===== config.mk =====
export PLATFORM = sky130hd
export DESIGN_NAME = irq_mask_ctrl
export DESIGN_NICKNAME = d
export VERILOG_FILES = /design/src/rtl/irq_mask_pkg.sv /design/src/rtl/irq_cmd_decode.sv /design/src/rtl/irq_enable_reg.sv /design/src/rtl/irq_status_reg.sv /design/src/rtl/irq_mask_ctrl.sv
export SDC_FILE = /design/constraint.sdc
export NUM_CORES = 1
export LEC_CHECK = 0
export BUFFER_PORTS_ARGS = -buffer_cell sky130_fd_sc_hd__buf_2
export CAP_MARGIN = 10
export CORE_ASPECT_RATIO = 1.5
export CORE_MARGIN = 3
export CORE_UTILIZATION = 41
export CTS_BUF_LIST = sky130_fd_sc_hd__clkbuf_16
export DETAILED_ROUTE_END_ITERATION = 16
export GPL_TIMING_DRIVEN = 0
export PLACE_DENSITY = 0.81
export SETUP_SLACK_MARGIN = 0.3
export SYNTH_ARGS = -nofsm -noshare
export SYNTH_HDL_FRONTEND = slang
export SYNTH_HIERARCHICAL = 1
export SYNTH_SLANG_ARGS = --single-unit

===== constraint.sdc =====
create_clock -name clk -period 1.9 [get_ports clk]
set_input_delay 0.095 -clock clk [delete_from_list [all_inputs] [get_ports clk]]
set_output_delay 0.095 -clock clk [all_outputs]
set_load 0.02 [all_outputs]

===== src/rtl/irq_mask_pkg.sv =====
package irq_mask_pkg;
   localparam int unsigned CMD_W = 8;
   localparam logic [CMD_W-1:0] CODE_STATUS = 8'h03;
   localparam logic [CMD_W-1:0] CODE_ENSET  = 8'h04;
   localparam logic [CMD_W-1:0] CODE_ENCLR  = 8'h05;
   localparam int unsigned WR_FLAG_BIT = 7;

   typedef enum logic [1:0] {
      TGT_NONE   = 2'd0,
      TGT_STATUS = 2'd1,
      TGT_ENSET  = 2'd2,
      TGT_ENCLR  = 2'd3
   } tgt_e;
endpackage


===== src/rtl/irq_cmd_decode.sv =====
module irq_cmd_decode
   import irq_mask_pkg::*;
(
   input  logic [CMD_W-1:0] cmd_code,
   input  logic             wr_stb,
   input  logic             rd_stb,
   output tgt_e             wr_tgt,
   output tgt_e             rd_tgt
);
   logic [CMD_W-1:0] base;
   logic             is_wr;
   tgt_e             hit;

   always_comb begin
      base = cmd_code;
      base[WR_FLAG_BIT] = 1'b0;
      is_wr = cmd_code[WR_FLAG_BIT];
      if (base == CODE_STATUS)      hit = TGT_STATUS;
      else if (base == CODE_ENSET)  hit = TGT_ENSET;
      else if (base == CODE_ENCLR)  hit = TGT_ENCLR;
      else                          hit = TGT_NONE;
      wr_tgt = (wr_stb && is_wr)  ? hit : TGT_NONE;
      rd_tgt = (rd_stb && !is_wr) ? hit : TGT_NONE;
   end
endmodule


===== src/rtl/irq_enable_reg.sv =====
module irq_enable_reg #(
   parameter int unsigned          DATA_W    = 32,
   parameter logic [DATA_W-1:0]    IMPL_MASK = 32'h8000_007D
) (
   input  logic              clk,
   input  logic              rst_n,
   input  logic              set_we,
   input  logic              clr_we,
   input  logic [DATA_W-1:0] wdata,
   output logic [DATA_W-1:0] en_q
);
   for (genvar i = 0; i < DATA_W; i++) begin : g_bit
      if (IMPL_MASK[i]) begin : g_flop
         logic q;
         always_ff @(posedge clk or negedge rst_n) begin
            if (!rst_n)                  q <= 1'b0;
            else if (set_we && wdata[i]) q <= 1'b1;
            else if (clr_we && wdata[i]) q <= 1'b0;
         end
         assign en_q[i] = q;
      end else begin : g_tie
         assign en_q[i] = 1'b0;
      end
   end

   // written ones are set after a set-alias write
   p_set_r2: assert property (@(posedge clk) disable iff (!rst_n)
      set_we |=> ((en_q & $past(wdata & IMPL_MASK)) == $past(wdata & IMPL_MASK)));
   // written ones are clear after a clear-alias write
   p_clear_r3: assert property (@(posedge clk) disable iff (!rst_n)
      (clr_we && !set_we) |=> ((en_q & $past(wdata)) == '0));
   // without a write the mask holds
   p_hold_r11: assert property (@(posedge clk) disable iff (!rst_n)
      (!set_we && !clr_we) |=> $stable(en_q));
endmodule


===== src/rtl/irq_status_reg.sv =====
module irq_status_reg #(
   parameter int unsigned          DATA_W   = 32,
   parameter logic [DATA_W-1:0]    SRC_MASK = 32'h0000_007D
) (
   input  logic              clk,
   input  logic              rst_n,
   input  logic [DATA_W-1:0] event_i,
   input  logic              clr_we,
   input  logic [DATA_W-1:0] wdata,
   output logic [DATA_W-1:0] st_q
);
   for (genvar i = 0; i < DATA_W; i++) begin : g_bit
      if (SRC_MASK[i]) begin : g_flop
         logic q;
         always_ff @(posedge clk or negedge rst_n) begin
            if (!rst_n)                  q <= 1'b0;
            else if (event_i[i])         q <= 1'b1;
            else if (clr_we && wdata[i]) q <= 1'b0;
         end
         assign st_q[i] = q;
      end else begin : g_tie
         assign st_q[i] = 1'b0;
      end
   end

   // an event on a source bit sets it
   p_event_set_r6: assert property (@(posedge clk) disable iff (!rst_n)
      ((event_i & SRC_MASK) != '0) |=>
         ((st_q & $past(event_i & SRC_MASK)) == $past(event_i & SRC_MASK)));
   // event wins over a simultaneous clear
   p_event_wins_r10: assert property (@(posedge clk) disable iff (!rst_n)
      (clr_we && ((event_i & wdata & SRC_MASK) != '0)) |=>
         ((st_q & $past(event_i & wdata & SRC_MASK)) != '0));
   // cleared bits without an event drop
   p_clear_r7: assert property (@(posedge clk) disable iff (!rst_n)
      clr_we |=> ((st_q & $past(wdata & ~event_i)) == '0));
endmodule


===== src/rtl/irq_mask_ctrl.sv =====
module irq_mask_ctrl
   import irq_mask_pkg::*;
#(
   parameter int unsigned          DATA_W     = 32,
   parameter int unsigned          MASTER_BIT = 31,
   parameter logic [DATA_W-1:0]    SRC_MASK   = 32'h0000_007D
) (
   input  logic              clk,
   input  logic              rst_n,
   input  logic [7:0]        cmd_code,
   input  logic              wr_stb,
   input  logic              rd_stb,
   input  logic [DATA_W-1:0] wr_data,
   output logic [DATA_W-1:0] rd_data,
   input  logic [DATA_W-1:0] event_i,
   output logic              irq_o
);
   localparam logic [DATA_W-1:0] MASTER_MASK = DATA_W'(1) << MASTER_BIT;
   localparam logic [DATA_W-1:0] IMPL_MASK   = SRC_MASK | MASTER_MASK;

   if (MASTER_BIT >= DATA_W) begin : g_bad_master
      $error("MASTER_BIT outside data width");
   end
   if ((SRC_MASK & MASTER_MASK) != '0) begin : g_bad_overlap
      $error("MASTER_BIT must not be a source bit");
   end
   if (CMD_W != 8) begin : g_bad_cmd
      $error("command code must be 8 bits");
   end

   tgt_e              wr_tgt, rd_tgt;
   logic [DATA_W-1:0] en_q, st_q;

   irq_cmd_decode u_dec (
      .cmd_code (cmd_code),
      .wr_stb   (wr_stb),
      .rd_stb   (rd_stb),
      .wr_tgt   (wr_tgt),
      .rd_tgt   (rd_tgt)
   );

   irq_enable_reg #(.DATA_W(DATA_W), .IMPL_MASK(IMPL_MASK)) u_en (
      .clk    (clk),
      .rst_n  (rst_n),
      .set_we (wr_tgt == TGT_ENSET),
      .clr_we (wr_tgt == TGT_ENCLR),
      .wdata  (wr_data),
      .en_q   (en_q)
   );

   irq_status_reg #(.DATA_W(DATA_W), .SRC_MASK(SRC_MASK)) u_st (
      .clk     (clk),
      .rst_n   (rst_n),
      .event_i (event_i),
      .clr_we  (wr_tgt == TGT_STATUS),
      .wdata   (wr_data),
      .st_q    (st_q)
   );

   always_comb begin
      case (rd_tgt)
         TGT_STATUS:          rd_data = st_q;
         TGT_ENSET, TGT_ENCLR: rd_data = en_q;
         default:             rd_data = '0;
      endcase
   end

   assign irq_o = en_q[MASTER_BIT] && ((st_q & en_q & SRC_MASK) != '0);

   // master off keeps the request low
   p_master_gate_r9: assert property (@(posedge clk) disable iff (!rst_n)
      !en_q[MASTER_BIT] |-> !irq_o);
   // no pending status means no request
   p_no_pending_r8: assert property (@(posedge clk) disable iff (!rst_n)
      (st_q == '0) |-> !irq_o);
   // idle read port returns zero
   p_idle_read_r4: assert property (@(posedge clk) disable iff (!rst_n)
      !rd_stb |-> (rd_data == '0));
endmodule


* Word level (Yosys, flattened, before mapping)
Index checks and enable logic that the tools add are counted.
** Cells by class
- Bitwise logic cells :: 1
- Eq/ne operators :: 9
- Reduce and logical (&&, ||, !) cells :: 39
- Multiplexer cells :: 32
** Operators by type and width (number)
- 32-bit one-hot mux with 2 select lines :: 1
- 32-bit nonzero test :: 1
- 1-bit two-way mux :: 26
- 2-bit nonzero test :: 13
- 1-bit logical AND :: 23
- 7-bit by 3-bit equality test with 1-bit output (second input constant) :: 2
- 2-bit two-way mux :: 5
- 2-bit equality test (second input constant) :: 4
- 7-bit bitwise AND :: 1
- 7-bit by 2-bit equality test with 1-bit output (second input constant) :: 1
- 2-bit by 1-bit equality test with 1-bit output (second input constant) :: 2
- 2-bit OR reduction :: 1
- 1-bit zero test :: 1
** Word-level totals
- Input port bits :: 76
- Logic and storage cells :: 94
- Bits in registers :: 13

* Depth between registers and ports, before layout
Gate-level depths: netlist (run 1).
- Depth in word-level cells :: 9
- Gate-level depth with buffers :: 7
- Depth with buffers taken out :: 5

* By module
Netlist (run 1), hierarchy kept.
** By module, submodules not included
- irq_enable_reg :: times used 1, area each 506.7 um2, cells each 54
- irq_status_reg :: times used 1, area each 461.7 um2, cells each 51
- irq_mask_ctrl :: times used 1, area each 450.4 um2, cells each 49
- irq_cmd_decode :: times used 1, area each 78.8 um2, cells each 10

* Worst setup path before layout (run 1)
OpenSTA, ideal clock, no wires.
- Kind :: input port to output port
- Start :: in cmd_code[5]
- End :: out rd_data[0]
- Path buffers :: 3
- Data required time :: 1.805 ns
- Data arrival time :: 1.620 ns
- Cell stages on the path :: 7
- Setup slack :: 0.185 ns
- Cell sequence :: or4_4 -> nor4b_2 -> buf_6 -> nor2b_4 -> buf_6 -> buf_8 -> a22o_1
** On the way
- Word-level cells in the longest chain between the ends :: 8
- Elaborated cells between the ends (all ways) :: 12
- Those cells by class :: eq/ne (6); mux (5); reduce/logical (1)
** RTL lines
- from (decl) :: line irq_mask_ctrl.sv:10 : input logic [7:0] cmd_code,
- 7-bit by 3-bit equality test with 1-bit output :: line irq_cmd_decode.sv:20 : else if (base == CODE_ENCLR) hit = TGT_ENCLR;
- 2-bit two-way mux :: line irq_cmd_decode.sv:20
- 2-bit two-way mux :: line irq_cmd_decode.sv:19 : else if (base == CODE_ENSET) hit = TGT_ENSET;
- 2-bit two-way mux (*) :: line irq_cmd_decode.sv:18 : if (base == CODE_STATUS) hit = TGT_STATUS;
- 2-bit two-way mux (*) :: line irq_cmd_decode.sv:23 : rd_tgt = (rd_stb && !is_wr) ? hit : TGT_NONE;
- net rd_tgt[1] :: line irq_mask_ctrl.sv:31 : tgt_e wr_tgt, rd_tgt;
- 2-bit equality test :: line irq_mask_ctrl.sv:61 : case (rd_tgt)
- 2-bit OR reduction :: line irq_mask_ctrl.sv:61
- 32-bit one-hot mux with 2 select lines (*) :: line irq_mask_ctrl.sv:61
- to (decl) :: line irq_mask_ctrl.sv:14 : output logic [DATA_W-1:0] rd_data,
The timed path passes the listed nets; every way through them passes the cells marked *.

* Worst setup path in the final report (run 1)
- Start :: in cmd_code[6]
- End :: out rd_data[6]
Same word-level chain as after synthesis.

==> results of run 1 <==
-- how the worst min path moves through the flow --
stage,to,slack (ps),from
global route,u_st/g_bit[3].g_flop.q,40,event_i[3]
CTS,u_st/g_bit[4].g_flop.q,30,event_i[4]
finish,u_st/g_bit[4].g_flop.q,30,event_i[4]
global placement,u_st/g_bit[3].g_flop.q,-4,rst_n
detailed placement,u_st/g_bit[3].g_flop.q,-5,rst_n
floorplan,u_en/g_bit[0].g_flop.q,-200,rst_n
-- stage by stage --
step           area (um2)  power [mW]
6_report             2230       0.884
5_1_grt              2230       0.929
4_1_cts              2220       0.887
3_5_place_dp         1970       0.493
3_3_place_gp         1970       0.489
2_1_floorplan        1750       0.447
-- state kept, by name, summed over array words and instances, names as in the netlist --
name and cells:
u_en/g_bit.g_flop.q 7, u_st/g_bit.g_flop.q 6
-- logic make-up after synthesis --
logic type / share of synthesized area, %
buffers and inverters: 39.6
AO/OA/AOI/OAI: 27.7
AND/OR/NAND/NOR: 9.86
flip-flops: 21.7
other: 0.501
XOR/XNOR: 0.585
-- area by class of cell --
class,instances,share of cell area [%]
Clock inverter,1,0.168
Clock buffer,3,3.37
Tap cell,42,2.36
Buffer,72,26.2
Sequential cell,13,14.6
Multi-Input combinational cell,126,38.8
Inverter,2,0.337
Timing Repair Buffer,44,14.1
-- power groups by stage --
stage	clock, mW	combinational (mW)	sequential [mW]
after floorplan	0	0.147	0.299
after global placement	0	0.188	0.301
after detailed placement	0	0.192	0.302
after CTS	0.388	0.201	0.298
after global routing	0.401	0.229	0.300
final	0.382	0.204	0.298
-- per-layer routing --
| layer | vias to the layer above | track usage [%] | wire length [um] |
|---|---|---|---|
| li1 | 661 | - | - |
| met1 | 574 | 14.0 | 989 |
| met2 | 31 | 30.7 | 1880 |
| met3 | 4 | 2.27 | 149 |
| met4 | 0 | 5.84 | 40 |
| met5 | - | 0 | 0 |
-- placed cells by master, fill, tap and decap left out, types with 2 or more instances in the layout --
cell type       count
a22o_4              7
conb_1             51
buf_4              74
nand2_1            14
inv_1               3
buf_6              11
a22oi_1             3
a22o_1             32
nor2b_4             3
dlymetal6s2s_1      2
dfrtp_1            13
buf_8               3
a21o_1              6
clkbuf_16           3
buf_2              24
-- repair_timing --
action / 4_1_cts / 5_1_grt
pin swaps: 10 / 2
gates resized for setup: 21 / 5
endpoints found under the setup margin: 15 / 20
hold buffers: 1 / 0
hold endpoints to repair: 13 / 0
setup buffers: 11 / 0
==> impl_metrics.tcl, run 1 <==
set metrics [dict create \
    routed_wl_um 3060 \
    tns_ps 0 \
    crit_path_top_delay_cell "or4_4" \
    finalCritPeriodShare_pct 98.3 \
    ios 109 \
    yosysTopAreaCell "buf_4" \
    avgViaCountPerCell 4.19 \
    synth.most_common_cell "buf_4" \
    ys_seq_area_share_pct 21.7 \
    start_kind "primary input" \
    drt_iter0_drc 28 \
    place_inst 287 \
    timing.final.ws_setup_ps 31.5 \
    cts_htree_levels 1 \
    cts_num_sinks 13 \
    synth_ff_type "dfrtp_1" \
    crit_end "rd_data[6]" \
    cp.arrival_ps 1770 \
    period_needed_ps 1870 \
    cpPeakStageDelay_ps 550 \
    grt-ovfl-total 0 \
    finClkSkew_ps 0 \
    cp.buffers_inverters 5 \
    synth.distinct_cells 22 \
    cts_tree "yes" \
    powerDensity_mw_per_mm2 397 \
    leakagePower_nw 1.24 \
    crit_start "cmd_code[6]" \
    regArea_um2 325 \
    slew_violations 0 \
    pwr-share-seq_pct 33.7 \
    timing.hold.ws_ps 33.1 \
    fillers 316 \
    p_int_uw 693 \
    rsz0062_at_grt "yes" \
    grt_pass1_vias 1271 \
    r2r-end "u_en/g_bit[3].g_flop.q" \
    rows 26 \
    hold_depth 2 \
    synth_edf_count 0 \
    fmax_mhz 535 \
    synth_seq_cells 13 \
    grtUsageTotal_pct 14.8 \
    ys_top_cells_by_area "buf_4 (32%), a22o_1 (23%), dfrtp_1 (22%), nand2_1 (3.5%), a21o_1 (3.0%)" \
    gp_congestion 0.678 \
    portBuffers 32 \
    diodes 0 \
    worstPathCellList "buf_6 > or4_4 > nor4b_4 > buf_6 > nor2b_4 > buf_6 > buf_8 > a22o_4 > buf_6" \
    insertion_delay_ps 240 \
    multi_input_area_um2 865 \
    start_util_pct 43.4 \
    synth_area_mm2 0.00150 \
    fin_util_pct 64.6 \
    cts_made_buffers 3 \
    clock_power_share_pct 43.2 \
    reg2reg_from "u_en/g_bit[3].g_flop.q" \
    yosys_warnings 6 \
    synth-async-reset-ratio_pct 100 \
    max_cap_viol_count 0 \
    switching_share_pct 21.6 \
    fin_nets 338 \
    grt_max_degree 14 \
    end_kind "output pin" \
    wl_per_cell_um 10.1 \
    cpMostUsedCell "buf_6" \
    die_w_um 55.4 \
    hold_class "primary input to flip-flop" \
    syn_area_per_cell_um2 9.13 \
    die_y_um 80.0 \
    drive_gt1_share_pct 50.2 \
    drc_errors 0 \
    hold_viol 0 \
    cp.depth 9 \
    ys_top_cells_by_count "buf_4 (64), a22o_1 (39), nand2_1 (14), dfrtp_1 (13), a21o_1 (6)" \
    syn_inst 164 \
    crit_required_ps 1800 \
    die_area_mm2 0.00443 \
    dp_hpwl_um 2420 \
    netlist.area_leader.share_pct 32.1 \
    area_delta_synth_final_pct 48.8 \
    critPathMaxFanout 7 \
    core-area_mm2 0.00345 \
    path_class "primary input to output pin" \
    drtPass1Iterations 3 \
    fin_cells 303 \
    share_comb_of_total_power_pct 23.1 \
    cts.path.max_buffers 2 \
    path_clk_slew_ps 40 \
    grt_pass1_wl_um 5310 \
    rrSetupSlack_ps 1210 \
    drtAntennaViolNets 0 \
    root_buffer "clkbuf_16" \
    antenna_found_initial 0 \
    status "completed" \
    critical_path.top_delay_family "simple AND/OR/NAND/NOR gates" \
    vias 1270 \
    final-setup-viol-count 0 \
    reg2regPathDepth 1 \
    p_sw_uw 191 \
    ir_drop_mv 0.594 \
    pre_cts_ws_ps -161 \
]
No activity file was read; power rests on OpenSTA's default activity.
==> run 2: changes to the inputs <==
--- a/config.mk
+++ b/config.mk
@@ -5,7 +5,7 @@
 export SDC_FILE = /design/constraint.sdc
 export NUM_CORES = 1
 export LEC_CHECK = 0
-export BUFFER_PORTS_ARGS = -buffer_cell sky130_fd_sc_hd__buf_2
+export BUFFER_PORTS_ARGS = -buffer_cell sky130_fd_sc_hd__buf_4
 export CAP_MARGIN = 10
 export CORE_ASPECT_RATIO = 1.5
 export CORE_MARGIN = 3
==> run 2 against run 1 <==
  * Non-clock buffer count did not move
  * Worst setup slack got worse by 0.80 ps
  * Clock power rose by 2%
  * Largest power group unchanged
  * Global-route usage fell by 0.30 points
  * Sequential share of layout area fell by 0.39 points
  * Clock skew did not move
  * Utilization rose by 1.8 points
  * Wire length rose by 4.2%
  * Final cell count did not move
  * Hold slack got worse by 4.9 ps
  * Register-to-register slack got worse by 30 ps
==> impl_metrics.tcl, run 2 (synthesis results as in run 1) <==
set metrics [dict create \
    pre_cts_ws_ps -148 \
    drt_iter0_drc 39 \
    grtUsageTotal_pct 14.5 \
    top_register "u_en/g_bit.g_flop.q" \
    finClkSkew_ps 0 \
    fin_nets 338 \
    cts.path.max_buffers 2 \
    vias 1308 \
    ios 109 \
    finalCritPeriodShare_pct 98.4 \
    hold_viol 0 \
    reg_top3 "u_en/g_bit.g_flop.q x7, u_st/g_bit.g_flop.q x6" \
    grt_max_degree 14 \
    cp.arrival_ps 1770 \
    final-setup-viol-count 0 \
    timing.final.ws_setup_ps 30.7 \
    drtPass1Iterations 4 \
    end_kind "output pin" \
    final_cell_mix "buf_4 (97), conb_1 (51), a22o_1 (32)" \
    hold_class "primary input to flip-flop" \
    largest_reg_flops 7 \
    post-route-cell-area_mm2 0.00229 \
    powerDensity_mw_per_mm2 397 \
    cts_htree_levels 1 \
    core-area_mm2 0.00345 \
    grt-ovfl-total 0 \
    die_w_um 55.4 \
    path_class "primary input to output pin" \
    path_clk_slew_ps 40 \
    portBuffers 32 \
    die_area_mm2 0.00443 \
    die_y_um 80.0 \
    root_buffer "clkbuf_16" \
    slew_violations 0 \
    critPathMaxFanout 7 \
    leakagePower_nw 1.24 \
    drc_errors 0 \
    drive_gt1_share_pct 51.0 \
    diodes 0 \
    drtAntennaViolNets 0 \
    insertion_delay_ps 240 \
    fmax_mhz 535 \
    max_cap_viol_count 0 \
    rsz0062_at_grt "yes" \
    area_delta_synth_final_pct 52.9 \
    cts_made_buffers 3 \
    fin_util_pct 66.4 \
    grt_pass1_wl_um 5230 \
    cts_num_sinks 13 \
    start_kind "primary input" \
    routed_wl_um 3190 \
    cts_tree "yes" \
    ir_drop_mv 0.616 \
    period_needed_ps 1870 \
    crit_required_ps 1800 \
    start_util_pct 43.4 \
    avgViaCountPerCell 4.32 \
    status "completed" \
    rows 26 \
    layout_commonest_cell "buf_4" \
    antenna_found_initial 0 \
    grt_pass1_vias 1225 \
    place_area_mm2 0.00205 \
    wl_per_cell_um 10.5 \
    tns_ps 0 \
    gp_congestion 0.665 \
    dp_hpwl_um 2380 \
]
run 2: where the power goes:
group	total [mW]	switching [mW]	internal (mW)	leakage, nW
clock network	0.390	0.113	0.277	0.0423
registers	0.298	0.00792	0.290	0.148
logic	0.221	0.0803	0.141	1.05
total	0.909	0.201	0.708	1.24
run 2: layer usage:
| layer | vias up | track usage [%] | share of wire (%) |
|---|---|---|---|
| li1 | 663 | - | - |
| met1 | 596 | 14.8 | 34 |
| met2 | 43 | 29.3 | 59 |
| met3 | 6 | 1.94 | 5.1 |
| met4 | 0 | 5.11 | 1.5 |
| met5 | - | 0 | 0 |
run 2: path summary, 6_finish.rpt:
path	from	end	slack [ps]	depth (start not counted)
setup / recovery	cmd_code[6]	rd_data[2]	30	9
setup reg to reg	u_en/g_bit[31].g_flop.q	u_en/g_bit[31].g_flop.q	1180	1
max in group asynchronous	rst_n	u_st/g_bit[4].g_flop.q	1500	2
hold / removal	event_i[5]	u_st/g_bit[5].g_flop.q	30	2
hold reg to reg	u_st/g_bit[5].g_flop.q	u_st/g_bit[5].g_flop.q	470	1
min in group asynchronous	rst_n	u_st/g_bit[5].g_flop.q	240	2
run 2: cell type report:
cell class | instances | area [um2]
fill | 321 | 1160
clock inverter | 1 | 3.75
tap | 42 | 52.6
inverter | 2 | 7.51
multi-input combinational | 126 | 870
timing repair buffer | 44 | 379
buffer | 72 | 577
clock buffer | 3 | 75.1
sequential | 13 | 325
run 2: worst max-delay path, stage by stage:
cell and delay [ps]:
buf_6 90, or4_4 550, nor4b_4 270, buf_6 140, nor2b_4 30, buf_6 120, buf_8 130, a22o_4 220
buf_6 130
run 2: through the flow:
stage / cells / hold slack, ps / total power [mW]
after detailed placement: 287 / -54.2 / 0.508
after CTS: 302 / 30.8 / 0.903
after global placement: 287 / -51.5 / 0.505
after global routing: 303 / 32.9 / 0.949
final: 303 / 28.1 / 0.909
after floorplan: 213 / -201 / 0.447
run 2: what timing repair did:
| item | in CTS | in global routing |
|---|---|---|
| endpoints found under the setup margin | 13 | 20 |
| gates resized for setup | 12 | 10 |
| hold endpoints to repair | 13 | 0 |
| hold buffers | 1 | 0 |
| gates cloned | 0 | 0 |
| pin swaps | 9 | 2 |
| buffers inserted | 10 | 1 |
